<file path="src/rtl/shfir_pkg.sv">
package shfir_pkg;

    // Coefficient set selector
    typedef enum logic {
        TAPS_SMOOTH = 1'b0,   // +1/4, +1/2, +1/4
        TAPS_EDGE   = 1'b1    // +1/4, -1/2, +1/4
    } tap_set_e;

    // Structure selector
    typedef enum logic {
        FORM_DIRECT  = 1'b0,  // delay line, two adders in series
        FORM_RETIMED = 1'b1   // registered partial sums, one adder
    } form_e;

    localparam int TAP_COUNT = 3;

    // Descriptor of one power-of-two tap
    typedef struct packed {
        logic [3:0] shift;
        logic       negate;
    } tap_coef_t;

    function automatic tap_coef_t tap_coef(tap_set_e set, int idx);
        tap_coef_t c;
        c.shift  = (idx == 1) ? 4'd1 : 4'd2;
        c.negate = (set == TAPS_EDGE) && (idx == 1);
        return c;
    endfunction

    function automatic int tap_shift(tap_set_e set, int idx);
        tap_coef_t c;
        c = tap_coef(set, idx);
        return int'(c.shift);
    endfunction

    function automatic bit tap_negated(tap_set_e set, int idx);
        tap_coef_t c;
        c = tap_coef(set, idx);
        return c.negate;
    endfunction

endpackage

</file>
<file path="src/rtl/shfir_term.sv">
module shfir_term #(
    parameter int DATA_W  = 16,
    parameter int GUARD_W = 2,
    parameter int SHIFT   = 2,
    parameter bit NEGATE  = 1'b0
) (
    input  logic signed [DATA_W-1:0]         x,
    output logic signed [DATA_W+GUARD_W-1:0] p
);
    localparam int ACC_W = DATA_W + GUARD_W;
    localparam logic [ACC_W-1:0] ONE = {{(ACC_W-1){1'b0}}, 1'b1};

    logic signed [ACC_W-1:0] wide;
    logic signed [ACC_W-1:0] shifted;

    // sign extension into the guard bits, then an arithmetic shift
    assign wide    = {{GUARD_W{x[DATA_W-1]}}, x};
    assign shifted = wide >>> SHIFT;

    generate
        if (NEGATE) begin : g_neg
            // two's-complement negation: invert, then add one
            assign p = (~shifted) + ONE;
        end else begin : g_pos
            assign p = shifted;
        end
    endgenerate
endmodule

</file>
<file path="src/rtl/shfir_direct.sv">
module shfir_direct
    import shfir_pkg::*;
#(
    parameter int       DATA_W  = 16,
    parameter int       GUARD_W = 2,
    parameter tap_set_e TAP_SET = TAPS_SMOOTH
) (
    input  logic                     clk,
    input  logic                     rst,
    input  logic                     in_valid,
    input  logic signed [DATA_W-1:0] in_sample,
    output logic signed [DATA_W-1:0] out_sample
);
    localparam int ACC_W = DATA_W + GUARD_W;

    logic signed [DATA_W-1:0] dly    [1:TAP_COUNT-1];
    logic signed [DATA_W-1:0] tap_in [TAP_COUNT];
    logic signed [ACC_W-1:0]  prod   [TAP_COUNT];
    logic signed [ACC_W-1:0]  acc;

    always_comb begin
        tap_in[0] = in_sample;
        for (int k = 1; k < TAP_COUNT; k++) tap_in[k] = dly[k];
    end

    generate
        for (genvar k = 0; k < TAP_COUNT; k++) begin : g_tap
            shfir_term #(
                .DATA_W (DATA_W),
                .GUARD_W(GUARD_W),
                .SHIFT  (tap_shift(TAP_SET, k)),
                .NEGATE (tap_negated(TAP_SET, k))
            ) u_term (
                .x(tap_in[k]),
                .p(prod[k])
            );
        end
    endgenerate

    // all products summed in one cycle: adders in series
    always_comb begin
        acc = '0;
        for (int k = 0; k < TAP_COUNT; k++) acc = acc + prod[k];
    end

    always_ff @(posedge clk) begin
        if (rst) begin
            for (int k = 1; k < TAP_COUNT; k++) dly[k] <= '0;
            out_sample <= '0;
        end else if (in_valid) begin
            dly[1] <= in_sample;
            for (int k = 2; k < TAP_COUNT; k++) dly[k] <= dly[k-1];
            out_sample <= acc[DATA_W-1:0];
        end
    end
endmodule

</file>
<file path="src/rtl/shfir_retimed.sv">
module shfir_retimed
    import shfir_pkg::*;
#(
    parameter int       DATA_W  = 16,
    parameter int       GUARD_W = 2,
    parameter tap_set_e TAP_SET = TAPS_SMOOTH
) (
    input  logic                     clk,
    input  logic                     rst,
    input  logic                     in_valid,
    input  logic signed [DATA_W-1:0] in_sample,
    output logic signed [DATA_W-1:0] out_sample
);
    localparam int ACC_W = DATA_W + GUARD_W;

    logic signed [ACC_W-1:0] prod [TAP_COUNT];
    logic signed [ACC_W-1:0] part [1:TAP_COUNT-1];
    logic signed [ACC_W-1:0] head;

    generate
        for (genvar k = 0; k < TAP_COUNT; k++) begin : g_tap
            shfir_term #(
                .DATA_W (DATA_W),
                .GUARD_W(GUARD_W),
                .SHIFT  (tap_shift(TAP_SET, k)),
                .NEGATE (tap_negated(TAP_SET, k))
            ) u_term (
                .x(in_sample),
                .p(prod[k])
            );
        end
    endgenerate

    // one adder before the output register
    assign head = prod[0] + part[1];

    always_ff @(posedge clk) begin
        if (rst) begin
            for (int k = 1; k < TAP_COUNT; k++) part[k] <= '0;
            out_sample <= '0;
        end else if (in_valid) begin
            part[TAP_COUNT-1] <= prod[TAP_COUNT-1];
            for (int k = 1; k < TAP_COUNT-1; k++) part[k] <= prod[k] + part[k+1];
            out_sample <= head[DATA_W-1:0];
        end
    end
endmodule

</file>
<file path="src/rtl/shfir_top.sv">
module shfir_top
    import shfir_pkg::*;
#(
    parameter int       DATA_W  = 16,
    parameter int       GUARD_W = 2,
    parameter tap_set_e TAP_SET = TAPS_SMOOTH,
    parameter form_e    FORM    = FORM_DIRECT
) (
    input  logic              clk,
    input  logic              rst,
    input  logic              in_valid,
    input  logic [DATA_W-1:0] in_sample,
    output logic              out_valid,
    output logic [DATA_W-1:0] out_sample
);
    logic signed [DATA_W-1:0] core_out;

    generate
        if (FORM == FORM_DIRECT) begin : g_direct
            shfir_direct #(
                .DATA_W(DATA_W), .GUARD_W(GUARD_W), .TAP_SET(TAP_SET)
            ) u_core (
                .clk(clk), .rst(rst), .in_valid(in_valid),
                .in_sample(in_sample), .out_sample(core_out)
            );
        end else begin : g_retimed
            shfir_retimed #(
                .DATA_W(DATA_W), .GUARD_W(GUARD_W), .TAP_SET(TAP_SET)
            ) u_core (
                .clk(clk), .rst(rst), .in_valid(in_valid),
                .in_sample(in_sample), .out_sample(core_out)
            );
        end
    endgenerate

    always_ff @(posedge clk) begin
        if (rst) out_valid <= 1'b0;
        else     out_valid <= in_valid;
    end

    assign out_sample = core_out;
endmodule

</file>
<file path="config.mk">
export PLATFORM = sky130hd
export DESIGN_NAME = shfir_top
export DESIGN_NICKNAME = d
export VERILOG_FILES = /design/src/rtl/shfir_pkg.sv /design/src/rtl/shfir_term.sv /design/src/rtl/shfir_direct.sv /design/src/rtl/shfir_retimed.sv /design/src/rtl/shfir_top.sv
export SDC_FILE = /design/constraint.sdc
export NUM_CORES = 1
export LEC_CHECK = 0
export ABC_CLOCK_PERIOD_IN_PS = 4000
export CAP_MARGIN = 15
export CORE_AREA = 10 10 87 89
export CTS_BUF_LIST = sky130_fd_sc_hd__clkbuf_16
export CTS_CLUSTER_DIAMETER = 30
export CTS_CLUSTER_SIZE = 20
export DETAILED_ROUTE_END_ITERATION = 10
export DIE_AREA = 0 0 97 99
export PLACE_DENSITY = 0.78
export SKIP_CTS_REPAIR_TIMING = 1
export SLEW_MARGIN = 20
export SYNTH_ARGS = -nofsm -noshare
export SYNTH_HDL_FRONTEND = slang
export SYNTH_HIERARCHICAL = 1
export SYNTH_SLANG_ARGS = --single-unit
</file>
<file path="constraint.sdc">
create_clock -name clk -period 4 [get_ports clk]
set_clock_uncertainty 0.05 [all_clocks]
set_input_delay 0.8 -clock clk [delete_from_list [all_inputs] [get_ports clk]]
set_output_delay 0.8 -clock clk [all_outputs]
set_load 0.01 [all_outputs]
</file>
# == Word level (Yosys, flattened, before mapping) ==
# Memory sizes are Yosys's and may differ from the RTL's.
# Cells that the tools add are included.
# classes
addsub,2
muxes,7
n_bitwise,2
# op_table
op,count
$mux W16,2
$add A14 B15 Y16,1
$add A16 B14 Y16,1
$mux W1,5
$or A1 B1 Y1,2
# totals
out_inout_bits,17
ramBits,32
elab_cells,14
n_memories,1
inputBits,19
register_bits,17
# memory_table
memory,depth,word_bits,read_ports,rd_clocked_by_memory_dff,write_ports,line_no,rtl
g_direct.u_core.dly,2,16,2,0,2,shfir_direct.sv:16,logic signed [DATA_W-1:0] dly [1:TAP_COUNT-1];

# == Longest topological paths before layout ==
# logic_depth
depth_word,4
mapped_depth,12
depth_no_buf,11

# == Hierarchy ==
# The synthesis kept the hierarchy.
# modules_own_cells
mod,seq_area_each_um2,cells_per_inst,area_per_inst_um2,n_inst
shfir_direct,1281.2,240,2782.7,1
shfir_term,0.0,18,135.1,3
shfir_top,20.0,2,33.8,1

# == Least setup slack after synthesis ==
# OpenSTA, ideal clock, no wires.
# synth_path
path_type,input-to-reg
startpoint,in in_sample[3]
endpoint,reg g_direct.u_core.out_sample[13]
arrival_time_ns,3.102
slack_ns,0.730
path_stages,10
setup_ns,0.117
path_buffers,1
required_time_ns,3.833
path_cell_list,buf_4 > fa_1 > ha_1 > inv_1 > fa_1 > and2b_1 > o2111ai_2 > a211o_1 > a31o_1 > a32o_1
# synth_via
elab_chain_cells,2
# synth_lines
item,line_no,rtl
start: declaration,shfir_top.sv:12,"input logic [DATA_W-1:0] in_sample,"
$add A14 B15 Y16,shfir_direct.sv:43,for (int k = 0; k < TAP_COUNT; k++) acc = acc + prod[k];
$add A16 B14 Y16,shfir_direct.sv:43,
end signal: assignment,shfir_direct.sv:53,out_sample <= acc[DATA_W-1:0];
end: declaration,shfir_direct.sv:12,output logic signed [DATA_W-1:0] out_sample
# Every way passes these cells.
# A chain may end at the register's enable or synchronous reset.

# == Final worst setup path ==
# layout_path
startpoint,in in_sample[2]
endpoint,reg g_direct.u_core.out_sample[13]
# Same word-level chain as after synthesis.

==> impl_results.html <==
<table>
<tr><th>Metric</th><th>Value</th></tr>
<tr><th colspan="2">Placement</th></tr>
<tr><td>Detailed placer's ending HPWL</td><td>4050 microns</td></tr>
<tr><td>Port buffer count</td><td>34</td></tr>
<tr><td>Gp weighted congestion</td><td>0.797</td></tr>
<tr><th colspan="2">Clocking</th></tr>
<tr><td>Clock sink count</td><td>46</td></tr>
<tr><td>Clock tree from TritonCTS</td><td>built</td></tr>
<tr><td>Reg clk slew, reported paths</td><td>60 ps</td></tr>
<tr><td>Clock Path Buffers</td><td>2</td></tr>
<tr><td>Deepest level of the CTS H-tree</td><td>2</td></tr>
<tr><td>TritonCTS Buffers</td><td>5</td></tr>
<tr><td>Root Buffer Master</td><td>sky130_fd_sc_hd__clkbuf_16</td></tr>
<tr><td>Source-to-sink clock delay at the later pin of the worst-skew pair</td><td>280 ps</td></tr>
<tr><th colspan="2">Worst setup path</th></tr>
<tr><td>Slowest cell on the critical path</td><td>sky130_fd_sc_hd__clkdlybuf4s50_1</td></tr>
<tr><td>Launching element of the worst setup path</td><td>in_sample[2]</td></tr>
<tr><td>Register-to-Register Setup Slack</td><td>1020 ps</td></tr>
<tr><td>Cell Chain, Critical Path</td><td>clkdlybuf4s50_1 -&gt; inv_1 -&gt; fa_1 -&gt; inv_1 -&gt; ha_1 -&gt; inv_1 -&gt; fa_1 -&gt; and2b_1 -&gt; o2111ai_2 -&gt; a211o_1 -&gt; a31o_1 -&gt; a32o_1</td></tr>
<tr><td>Worst setup path class</td><td>in -&gt; reg</td></tr>
<tr><td>Largest stage delay on the critical path</td><td>490 ps</td></tr>
<tr><td>Worst R2R Start</td><td>g_direct.u_core/dly[2][3]</td></tr>
<tr><td>Data required time at the worst endpoint</td><td>4130 ps</td></tr>
<tr><td>Critical path capture point type</td><td>flop</td></tr>
<tr><td>Critical Path Most Common Cell</td><td>sky130_fd_sc_hd__inv_1</td></tr>
<tr><td>R2r endpoint</td><td>g_direct.u_core/out_sample[13]</td></tr>
<tr><td>Data arrival time of the worst path</td><td>3670 ps</td></tr>
<tr><td>Critical path launch point type</td><td>input pin</td></tr>
<tr><td>Highest fanout seen on the critical path</td><td>6</td></tr>
<tr><td>Cell count of the worst reg-to-reg path</td><td>9</td></tr>
<tr><th colspan="2">Global route</th></tr>
<tr><td>Number of global-route vias before repair</td><td>1903</td></tr>
<tr><td>Antenna violations before repair</td><td>0</td></tr>
<tr><td>Maximum number of pins on one net before global-route repair</td><td>20</td></tr>
<tr><td>Global-route wire length before repair</td><td>9230 microns</td></tr>
<tr><td>Gr usage total</td><td>0.115</td></tr>
<tr><td>Total grt overflow</td><td>0</td></tr>
<tr><th colspan="2">Route</th></tr>
<tr><td>Iter 0 DRT Violations</td><td>122</td></tr>
<tr><td>Drc violations</td><td>0</td></tr>
<tr><td>Post-DR wirelength/cell</td><td>15.5 microns</td></tr>
<tr><td>Residual antenna-violating net count after detailed routing</td><td>0</td></tr>
<tr><td>Routed vias</td><td>1883</td></tr>
<tr><td>Wire length reported by the detailed router</td><td>5410 microns</td></tr>
<tr><td>Drt pass-1 iters</td><td>4</td></tr>
<tr><td>Routed vias/inst</td><td>5.38</td></tr>
<tr><th colspan="2">Final layout</th></tr>
<tr><td>Area overhead of the layout relative to synthesis</td><td>7.91%</td></tr>
<tr><td>Diode insertion count for antenna repair</td><td>0</td></tr>
<tr><td>Number of nets in the final layout</td><td>323</td></tr>
<tr><td>Final core occ</td><td>0.566</td></tr>
<tr><td>Leading cell type in the layout, fill and taps excluded</td><td>sky130_fd_sc_hd__clkdlybuf4s50_1</td></tr>
<tr><td>Share of final-layout standard cells stronger than drive strength 1</td><td>0.0800</td></tr>
<tr><td>Most frequent cells in the layout</td><td>sky130_fd_sc_hd__clkdlybuf4s50_1, sky130_fd_sc_hd__and2_1, sky130_fd_sc_hd__edfxtp_1, sky130_fd_sc_hd__dfxtp_1, sky130_fd_sc_hd__fa_1</td></tr>
<tr><th colspan="2">STA</th></tr>
<tr><td>Hold Slack</td><td>418 ps</td></tr>
<tr><td>Worst-margin pin slew</td><td>614 ps</td></tr>
<tr><td>Number of max-slew violations in the final report</td><td>0</td></tr>
<tr><td>FMAX</td><td>282 MHz</td></tr>
<tr><td>Setup violations, final</td><td>0</td></tr>
<tr><td>RSZ-0062 raised after global routing</td><td>false</td></tr>
<tr><td>Final Cycle Share</td><td>0.885</td></tr>
<tr><td>Post-Route Setup TNS</td><td>0 ps</td></tr>
<tr><td>Clock period minus worst slack</td><td>3540 ps</td></tr>
<tr><td>Number of hold violations in the final report</td><td>0</td></tr>
<tr><td>Worst slew margin relative to its limit</td><td>0.589</td></tr>
<tr><th colspan="2">Power</th></tr>
<tr><td>Static Leak</td><td>0.00135 uW</td></tr>
<tr><td>IR drop worst, VDD</td><td>207 uV</td></tr>
<tr><td>Total power</td><td>1510 uW</td></tr>
<tr><td>Power per unit of standard cell area</td><td>456 mW/mm^2</td></tr>
<tr><th colspan="2">Floorplanning</th></tr>
<tr><td>Die Height</td><td>99 microns</td></tr>
<tr><td>Die Span X</td><td>97 microns</td></tr>
<tr><td>Top Ports</td><td>36</td></tr>
<tr><td>Overall die area</td><td>0.00960 sq mm</td></tr>
<tr><td>Number of placement rows</td><td>28</td></tr>
<tr><td>Area of the placeable core</td><td>0.00585 sq mm</td></tr>
<tr><td>Initial cell density of the core</td><td>0.524</td></tr>
<tr><th colspan="2">Logic synthesis</th></tr>
<tr><td>Avg Inst Size Synth</td><td>10.8 sq um</td></tr>
<tr><td>Number of cells produced by synthesis</td><td>284</td></tr>
<tr><td>Total of warnings raised by yosys</td><td>6</td></tr>
<tr><td>Syn nets</td><td>333</td></tr>
<tr><td>Cell area after synthesis</td><td>0.00307 sq mm</td></tr>
<tr><th colspan="2">Hold path</th></tr>
<tr><td>Worst hold start</td><td>g_direct.u_core/out_sample[5]</td></tr>
<tr><td>Worst min-delay path endpoint</td><td>g_direct.u_core/out_sample[5]</td></tr>
<tr><td>Worst hold stages</td><td>2</td></tr>
<tr><td>Tightest Hold Check Type</td><td>reg -&gt; reg</td></tr>
<tr><th colspan="2">Flow run</th></tr>
<tr><td>Max capacitance violation total</td><td>0</td></tr>
<tr><th colspan="2">Run status</th></tr>
<tr><td>Run status</td><td>complete, no violations</td></tr>
</table>
## metrics by stage
| stage | cells | worst slack (ps) | area (sq um) |
|---|---|---|---|
| 5_1_grt | 350 | 314 | 3310 |
| 3_5_place_dp | 342 | 198 | 3150 |
| 4_1_cts | 350 | 475 | 3310 |
| 3_3_place_gp | 342 | 250 | 3150 |
| 6_report | 350 | 460 | 3310 |
| 2_1_floorplan | 284 | 730 | 3070 |
## worst max-delay path by stage
stage                                                 to  slack [ps]  cells after the start
after floorplan           g_direct.u_core/out_sample[13]         730                     10
after global placement    g_direct.u_core/out_sample[13]         250                     10
after detailed placement  g_direct.u_core/out_sample[13]         200                     12
after CTS                 g_direct.u_core/out_sample[13]         470                     12
after global routing      g_direct.u_core/out_sample[13]         310                     12
final                     g_direct.u_core/out_sample[13]         460                     12
## metal layers
metal	share of wire	vias up	GRT usage
met2	0.45	57	0.179
li1	-	930	-
met3	0.049	9	0.0300
met4	0.017	0	0.0477
met1	0.48	887	0.148
met5	0	-	0
## state kept, by name (all words and copies together) (netlist names)
register                    cells
g_direct.u_core/dly            29
g_direct.u_core/out_sample     16
out_valid                       1
## critical path: cells and delay by family
family / cells / cell delay (ps)
AOI/OAI and AO/OA: 4 / 1020
adders and majority gates: 3 / 910
buffers and inverters: 4 / 680
and+or+nand+nor: 1 / 250
## final cells by class
class | instances | area, sq um
clock buffer | 5 | 125
inverter | 13 | 48.8
tap | 75 | 93.8
multi-input combinational | 169 | 1420
timing repair buffer | 39 | 378
clock inverter | 3 | 37.5
fill | 479 | 2540
sequential | 46 | 1210
## power breakdown
| group | leakage (uW) | internal, uW | switching, uW |
|---|---|---|---|
| clock network | 0.0000853 | 291 | 165 |
| logic | 0.000807 | 221 | 240 |
| registers | 0.000457 | 561 | 32.6 |
| total | 0.00135 | 1070 | 437 |
(Power assumes the default switching activity.)
